$ cat config.mk
export PLATFORM = sky130hd
export DESIGN_NAME = wordline_decoder
export DESIGN_NICKNAME = d
export VERILOG_FILES = /design/src/rtl/wl_dec_pkg.sv /design/src/rtl/wl_predecoder.sv /design/src/rtl/wl_and_plane.sv /design/src/rtl/wordline_decoder.sv
export SDC_FILE = /design/constraint.sdc
export NUM_CORES = 1
export LEC_CHECK = 0
export BUFFER_PORTS_ARGS = -buffer_cell sky130_fd_sc_hd__buf_4
export CAP_MARGIN = 10
export CORE_AREA = 2 2 39 41
export CTS_BUF_LIST = sky130_fd_sc_hd__clkbuf_16
export DETAILED_ROUTE_END_ITERATION = 8
export DIE_AREA = 0 0 41 43
export GPL_TIMING_DRIVEN = 0
export SYNTH_ARGS = -nofsm -noshare
export SYNTH_HDL_FRONTEND = slang
export SYNTH_HIERARCHICAL = 1
export SYNTH_SLANG_ARGS = --single-unit
$ cat constraint.sdc
create_clock -name clk -period 0.84 [get_ports clk]
set_input_delay 0.084 -clock clk [delete_from_list [all_inputs] [get_ports clk]]
set_output_delay 0.084 -clock clk [all_outputs]
set_load 0.03 [all_outputs]
$ cat src/rtl/wl_dec_pkg.sv
package wl_dec_pkg;

    // Default geometry: two fields of two bits each
    localparam int DEF_GRP_W = 2;
    localparam int DEF_N_GRP = 2;

    // Extract field g (width w) from a wordline index
    function automatic int field_of(input int idx, input int g, input int w);
        return (idx >> (g * w)) & ((1 << w) - 1);
    endfunction

endpackage

$ cat src/rtl/wl_predecoder.sv
module wl_predecoder #(
    parameter int GRP_W = 2,
    localparam int LINES = 1 << GRP_W
) (
    input  logic [GRP_W-1:0] field_in,
    output logic [LINES-1:0] lines
);

    for (genvar j = 0; j < LINES; j++) begin : g_line
        assign lines[j] = (field_in == GRP_W'(j));
    end

endmodule

$ cat src/rtl/wl_and_plane.sv
module wl_and_plane
    import wl_dec_pkg::*;
#(
    parameter int GRP_W = 2,
    parameter int N_GRP = 2,
    localparam int LINES = 1 << GRP_W,
    localparam int N_WL  = 1 << (GRP_W * N_GRP)
) (
    input  logic [N_GRP*LINES-1:0] pre,
    input  logic                   en,
    output logic [N_WL-1:0]        wl
);

    always_comb begin
        for (int i = 0; i < N_WL; i++) begin
            logic hit;
            hit = en;
            for (int g = 0; g < N_GRP; g++) begin
                hit = hit & pre[g*LINES + field_of(i, g, GRP_W)];
            end
            wl[i] = hit;
        end
    end

endmodule

$ cat src/rtl/wordline_decoder.sv
module wordline_decoder
    import wl_dec_pkg::*;
#(
    parameter int GRP_W = DEF_GRP_W,
    parameter int N_GRP = DEF_N_GRP,
    localparam int ADDR_W = GRP_W * N_GRP,
    localparam int LINES  = 1 << GRP_W,
    localparam int N_WL   = 1 << ADDR_W
) (
    input  logic              clk,
    input  logic              rst,
    input  logic [ADDR_W-1:0] row_addr,
    input  logic              wl_en,
    output logic [N_WL-1:0]   wordline
);

    typedef struct packed {
        logic              en;
        logic [ADDR_W-1:0] addr;
    } stage_t;

    stage_t                 stage_q;
    logic [N_GRP*LINES-1:0] pre_lines;

    always_ff @(posedge clk) begin
        if (rst) begin
            stage_q <= '0;
        end else begin
            stage_q.en   <= wl_en;
            stage_q.addr <= row_addr;
        end
    end

    for (genvar g = 0; g < N_GRP; g++) begin : g_pre
        wl_predecoder #(.GRP_W(GRP_W)) u_pre (
            .field_in (stage_q.addr[g*GRP_W +: GRP_W]),
            .lines    (pre_lines[g*LINES +: LINES])
        );
    end

    wl_and_plane #(.GRP_W(GRP_W), .N_GRP(N_GRP)) u_plane (
        .pre (pre_lines),
        .en  (stage_q.en),
        .wl  (wordline)
    );

endmodule

==> flow_summary.toml, run 1 <==
[outcome]
status = "complete, but fails checks"
violations = "negative setup slack"

[route]
dr_total_vias = 342
ant_nets = 0
vias_per_cell = 4.44
dr.pass1.iters = 1
drc = 0
dr.first_iter.drc_count = 0
post_drt_wl_per_cell_um = 10.5
totalWireLength_um = 810

[final_layout]
area_delta_synth_final_pct = 137
largest_register_ffs = 5
diodes = 0
regMostFlops = "stage_q"
num-nets-final = 69
layout-drive-gt1-share_pct = 90.2
reg.largest.list = "stage_q: 5 flops"
utilization_pct = 51.8
fillers = 143

[clock_tree]
cts_buffers = 3
post-cts-setup-buffers = 0
cts_buffer_depth = 2
path_clk_slew_ps = 30
htree_num_levels = 1
cts.sinks = 5
ctsRootBufferMaster = "clkbuf_16"
cts_tree = "built"

[global_route]
grt_pass1_wl_mm = 1.24
grt_pass1_vias = 321
grt_usage_pct = 10.5
antenna_found_initial = 0
grt_max_degree = 11
overflow = 0

[yosys]
synthArstFlopShare_pct = 0
synth_fp_nets = 42
synth_area_per_cell_um2 = 8.65
synthTopCellsByArea = "dfxtp_1, and3_1, and3_2, nor2b_1, and2b_2"
yosysUniqueCellTypes = 8
yosys_register_bits = 5
synth_top_area_share_pct = 33.1
seq_area_frac_synth_pct = 33.1
synth_edf_count = 0
yosysMostFrequentCell = "and3_1"
synth_common_cells = "and3_1, nor2b_1, and3_2"
synthFlopType = "dfxtp_1"
yosys_warnings = 6
synth_top_area_cell = "dfxtp_1"
syn-cell-area_um2 = 303
syn-instance-count = 35

[setup_path]
critPathRequiredTime_ps = 760
cp_slowest_cell = "dfxtp_2"
arrival_ps = 1130
worst-path-max-fanout = 4
slowest_delay_ps = 350
end_kind = "output port"
critical_path_class = "reg -> out"
worstSetupStartpointType = "register"
crit_chain = "and2b_2 -> and3_4 -> buf_6"

[timing]
rsz0062_at_grt = "yes"
hold-worst-slack_ps = 39.6
post-route-min-period_ps = 1210
finalCritPeriodShare_pct = 144
worst_slew_pin_slew_ps = 163
fmax_mhz = 826
finalHoldViolations = 0
drv_slew = 0
fin_setup_tns_ps = -5260
relSlewSlack_pct = 89.1
setup_viol = 16
finalWorstSetupSlack_ps = -370

[floorplanning]
die_x_um = 41
die_y_um = 43
coreArea_um2 = 1380
die-area_um2 = 1760
row_count = 14
initial_utilization_pct = 21.9
ioPinCount = 23

[run]
max_cap_viol_count = 0

[worst_hold_path]
hold_start = "rst"
min_path_cells = 2
hold_class = "in -> reg"
hold_path_end = "stage_q[4]"

[place]
gp_congestion = 0.700
port_buffers = 22

[pwr]
ir_drop_mv = 1.18
powerDensity_nw_per_um2 = 1600
leakage_nw = 0.331
report.power.total_w = 0.00115
[kinds of logic (layout without fill, tap and decap cells)]
kind of cell | Yosys count | count (layout) | share of synthesized area [%]
flip-flops | 5 | 5 | 33.1
buffers and inverters | 1 | 27 | 3.72
AND/OR/NAND/NOR | 29 | 29 | 63.2
[metrics by stage]
stage / worst slack [ps] / cells / area, um2
5_1_grt: -401 / 77 / 717
3_5_place_dp: -185 / 73 / 526
6_report: -370 / 77 / 717
2_1_floorplan: -56.0 / 35 / 340
3_3_place_gp: -182 / 73 / 526
4_1_cts: -364 / 77 / 679
[routing by layer]
layer / track usage, % / vias up / wire length, um
li1: - / 173 / -
met1: 9.06 / 148 / 265
met2: 19.1 / 21 / 450
met3: 3.14 / 0 / 94
met4: 6.00 / 0 / 0
met5: 0 / - / 0
[worst max-delay path, delay by kind of cell, from the launching register on]
kind                   cells  cell delay, ps
flip-flops                 1             350
buffers and inverters      1             130
AND/OR/NAND/NOR            2             430
[where the power goes]
part	internal, W	leakage (nW)	total, W	switching [W]
Sequential	0.000250	0.0439	0.000268	0.0000181
Combinational	0.0000679	0.245	0.000123	0.0000548
Clock	0.000615	0.0423	0.000756	0.000141
Total	0.000933	0.331	0.00115	0.000214
[layout make-up]
| type | instances | area, um2 | share of cell area (%) |
|---|---|---|---|
| plain buffers | 1 | 11.3 | 1.57 |
| clock buffers | 3 | 75.1 | 10.5 |
| clock inverters | 1 | 3.75 | 0.524 |
| multi-input cells | 29 | 275 | 38.4 |
| flip-flops and latches | 5 | 114 | 15.9 |
| well taps | 16 | 20.0 | 2.79 |
| repair buffers | 22 | 218 | 30.4 |
[worst max path at each step]
| stage | start | endpoint | slack (ps) | cells after the start |
|---|---|---|---|---|
| 2_1_floorplan | stage_q[2] | wordline[10] | -60 | 2 |
| 3_3_place_gp | stage_q[2] | wordline[8] | -180 | 3 |
| 3_5_place_dp | stage_q[2] | wordline[8] | -180 | 3 |
| 4_1_cts | stage_q[2] | wordline[10] | -360 | 3 |
| 5_1_grt | stage_q[2] | wordline[10] | -400 | 3 |
| 6_report | stage_q[2] | wordline[10] | -370 | 3 |
[repair_timing]
item | CTS | global route
hold endpoints to repair | 0 | 0
hold buffers | 0 | 0
setup endpoints to repair | 16 | 16
pin swaps | 6 | 4
resized for setup | 26 | 10
gates cloned | 0 | 0
[placed cells by master (no fill, tap or decap)]
master,n
buf_6,15
and3_4,13
buf_4,8
nor2b_1,5
clkbuf_16,3
dfxtp_4,3
and3_2,3
nor2_2,2
and2b_2,2
and2_4,2
nor2b_4,2
dfxtp_2,2
inv_1,1
Power figures use the tool's default switching activity.
==> run 2: changes to the inputs <==
REMOVE_ABC_BUFFERS = 1   (was default)
==> run 2 against run 1 <==
The flow still finishes with violations (negative setup slack). Via count decreased by 5.6%. Die area unchanged. Sequential share of layout area increased by 1.0 points. Cell count down 1.3%. Cell area down 12%. Core utilization down 6.3 points. Worst hold slack gained 0.82 ps. Setup slack improved by 8.6 ps. Clock power hardly changed. Critical path type unchanged. Highest routed layer unchanged.
==> flow_summary.toml, run 2 (synthesized netlist as in run 1, its figures left out) <==
[pwr]
power.share.clock_pct = 67.0
powerDensity_nw_per_um2 = 1800
ir_drop_mv = 1.25
internal-power_w = 0.000926
report.power.total_w = 0.00113
combPwrFrac_pct = 8.9
seqPwrFrac_pct = 24.1
swShare_pct = 18.2
leakage_nw = 0.328
power_switching_w = 0.000207

[final_layout]
reg.largest.list = "stage_q: 5 flops"
mostFrequentLayoutCells = "buf_4, buf_6, and3_1, and3_4"
diodes = 0
largest_register_ffs = 5
fillers = 151
layout-drive-gt1-share_pct = 78.3
utilization_pct = 45.5
final_common_cell = "buf_4"
regMostFlops = "stage_q"
area_delta_synth_final_pct = 108
num-nets-final = 68
final_area_um2 = 629

[timing]
finalHoldViolations = 0
worst_slew_pin_slew_ps = 219
relSlewSlack_pct = 85.4
post-route-min-period_ps = 1200
finalWorstSetupSlack_ps = -362
finalCritPeriodShare_pct = 143
rsz0062_at_grt = "yes"
fmax_mhz = 832
drv_slew = 0
setup_viol = 16

[clock_tree]
path_clk_slew_ps = 30
cts.sinks = 5
cts_tree = "built"
ctsRootBufferMaster = "clkbuf_16"
cts_buffers = 3
htree_num_levels = 1
cts_buffer_depth = 2

[worst_hold_path]
hold_start = "rst"
hold_path_end = "stage_q[1]"
hold_class = "in -> reg"
min_path_cells = 2

[global_route]
grt_pass1_vias = 268
antenna_found_initial = 0
grtUsageMet1_pct = 10.0
met2_usage_pct = 14.4
grt_max_degree = 17
grt_util_met3_pct = 1.57
grt_pass1_wl_mm = 1.06
overflow = 0
grt_usage_pct = 8.95
grt_busiest_layer = "met2"

[setup_path]
cp_slowest_cell = "dfxtp_2"
crit_chain = "and2b_2 -> and3_4 -> buf_6"
end_kind = "output port"
arrival_ps = 1120
worst-path-max-fanout = 4
critPathRequiredTime_ps = 760
critical_path_class = "reg -> out"
worstSetupStartpointType = "register"
cp-startpoint = "stage_q[2]"
slowest_delay_ps = 330

[route]
drc = 0
totalWireLength_um = 735
ant_nets = 0
dr.first_iter.drc_count = 5
dr_total_vias = 323
post_drt_wl_per_cell_um = 9.67
dr.pass1.iters = 2
vias_per_cell = 4.25

[outcome]
violations = "negative setup slack"
status = "complete, but fails checks"

[run]
max_cap_viol_count = 0

[place]
hpwl_um = 548
place_area_um2 = 477
pre_cts_slack_ps = -177
gp_congestion = 0.580
port_buffers = 22

[floorplanning]
ioPinCount = 23
die-area_um2 = 1760
coreArea_um2 = 1380
die_x_um = 41
die_y_um = 43
initial_utilization_pct = 21.9
row_count = 14
[run 2: changes by cell type in the layout (fill, tap and decap cells not counted), sizes merged]
cell  previous run  this run
buf             23        22
[run 2: stage by stage]
step,cells,TNS [ps],hold slack (ps)
2_1_floorplan,34,-951,156
3_3_place_gp,72,-2130,281
3_5_place_dp,72,-2390,281
4_1_cts,76,-5430,38.7
5_1_grt,76,-6030,51.2
6_report,76,-5370,40.4
[run 2: critical path: cells and delay by family (launching register included)]
family,cells,cell delay [ps]
buffers and inverters,1,130
flip-flops,1,330
AND/OR/NAND/NOR,2,430
[run 2: power groups by stage]
stage | clock, W | combinational, W | sequential, W
after CTS | 0.000774 | 0.000101 | 0.000272
after global placement | 0 | 0.0000895 | 0.000269
after detailed placement | 0 | 0.0000911 | 0.000270
after global routing | 0.000785 | 0.000110 | 0.000277
final | 0.000758 | 0.000101 | 0.000273
after floorplan | 0 | 0.0000507 | 0.000266
[run 2: timing repair]
action	in CTS	in global routing
gates resized for setup	23	1
cloned	0	0
hold buffers	0	0
endpoints found under the hold margin	0	0
setup buffers	0	0
setup endpoints to repair	16	16
pin swaps	1	0
[run 2: area by class of cell]
cell class | instances | area, um2 | area share [%]
multi-input combinational | 29 | 229 | 36.4
tap | 16 | 20.0 | 3.18
clock inverter | 1 | 3.75 | 0.596
clock buffer | 3 | 75.1 | 11.9
timing repair buffer | 22 | 195 | 31.0
sequential | 5 | 106 | 16.9
[run 2: worst max-delay path by stage]
| stage | to | slack, ps |
|---|---|---|
| 6_report | wordline[8] | -360 |
| 5_1_grt | wordline[0] | -400 |
| 4_1_cts | wordline[1] | -360 |
| 3_5_place_dp | wordline[8] | -180 |
| 3_3_place_gp | wordline[8] | -170 |
| 2_1_floorplan | wordline[6] | -90 |
[run 2: metal layers]
metal	vias to the layer above	part of all wire, %
met1	137	39
met5	-	0
met2	15	52
met4	0	0
li1	171	-
met3	0	8.6
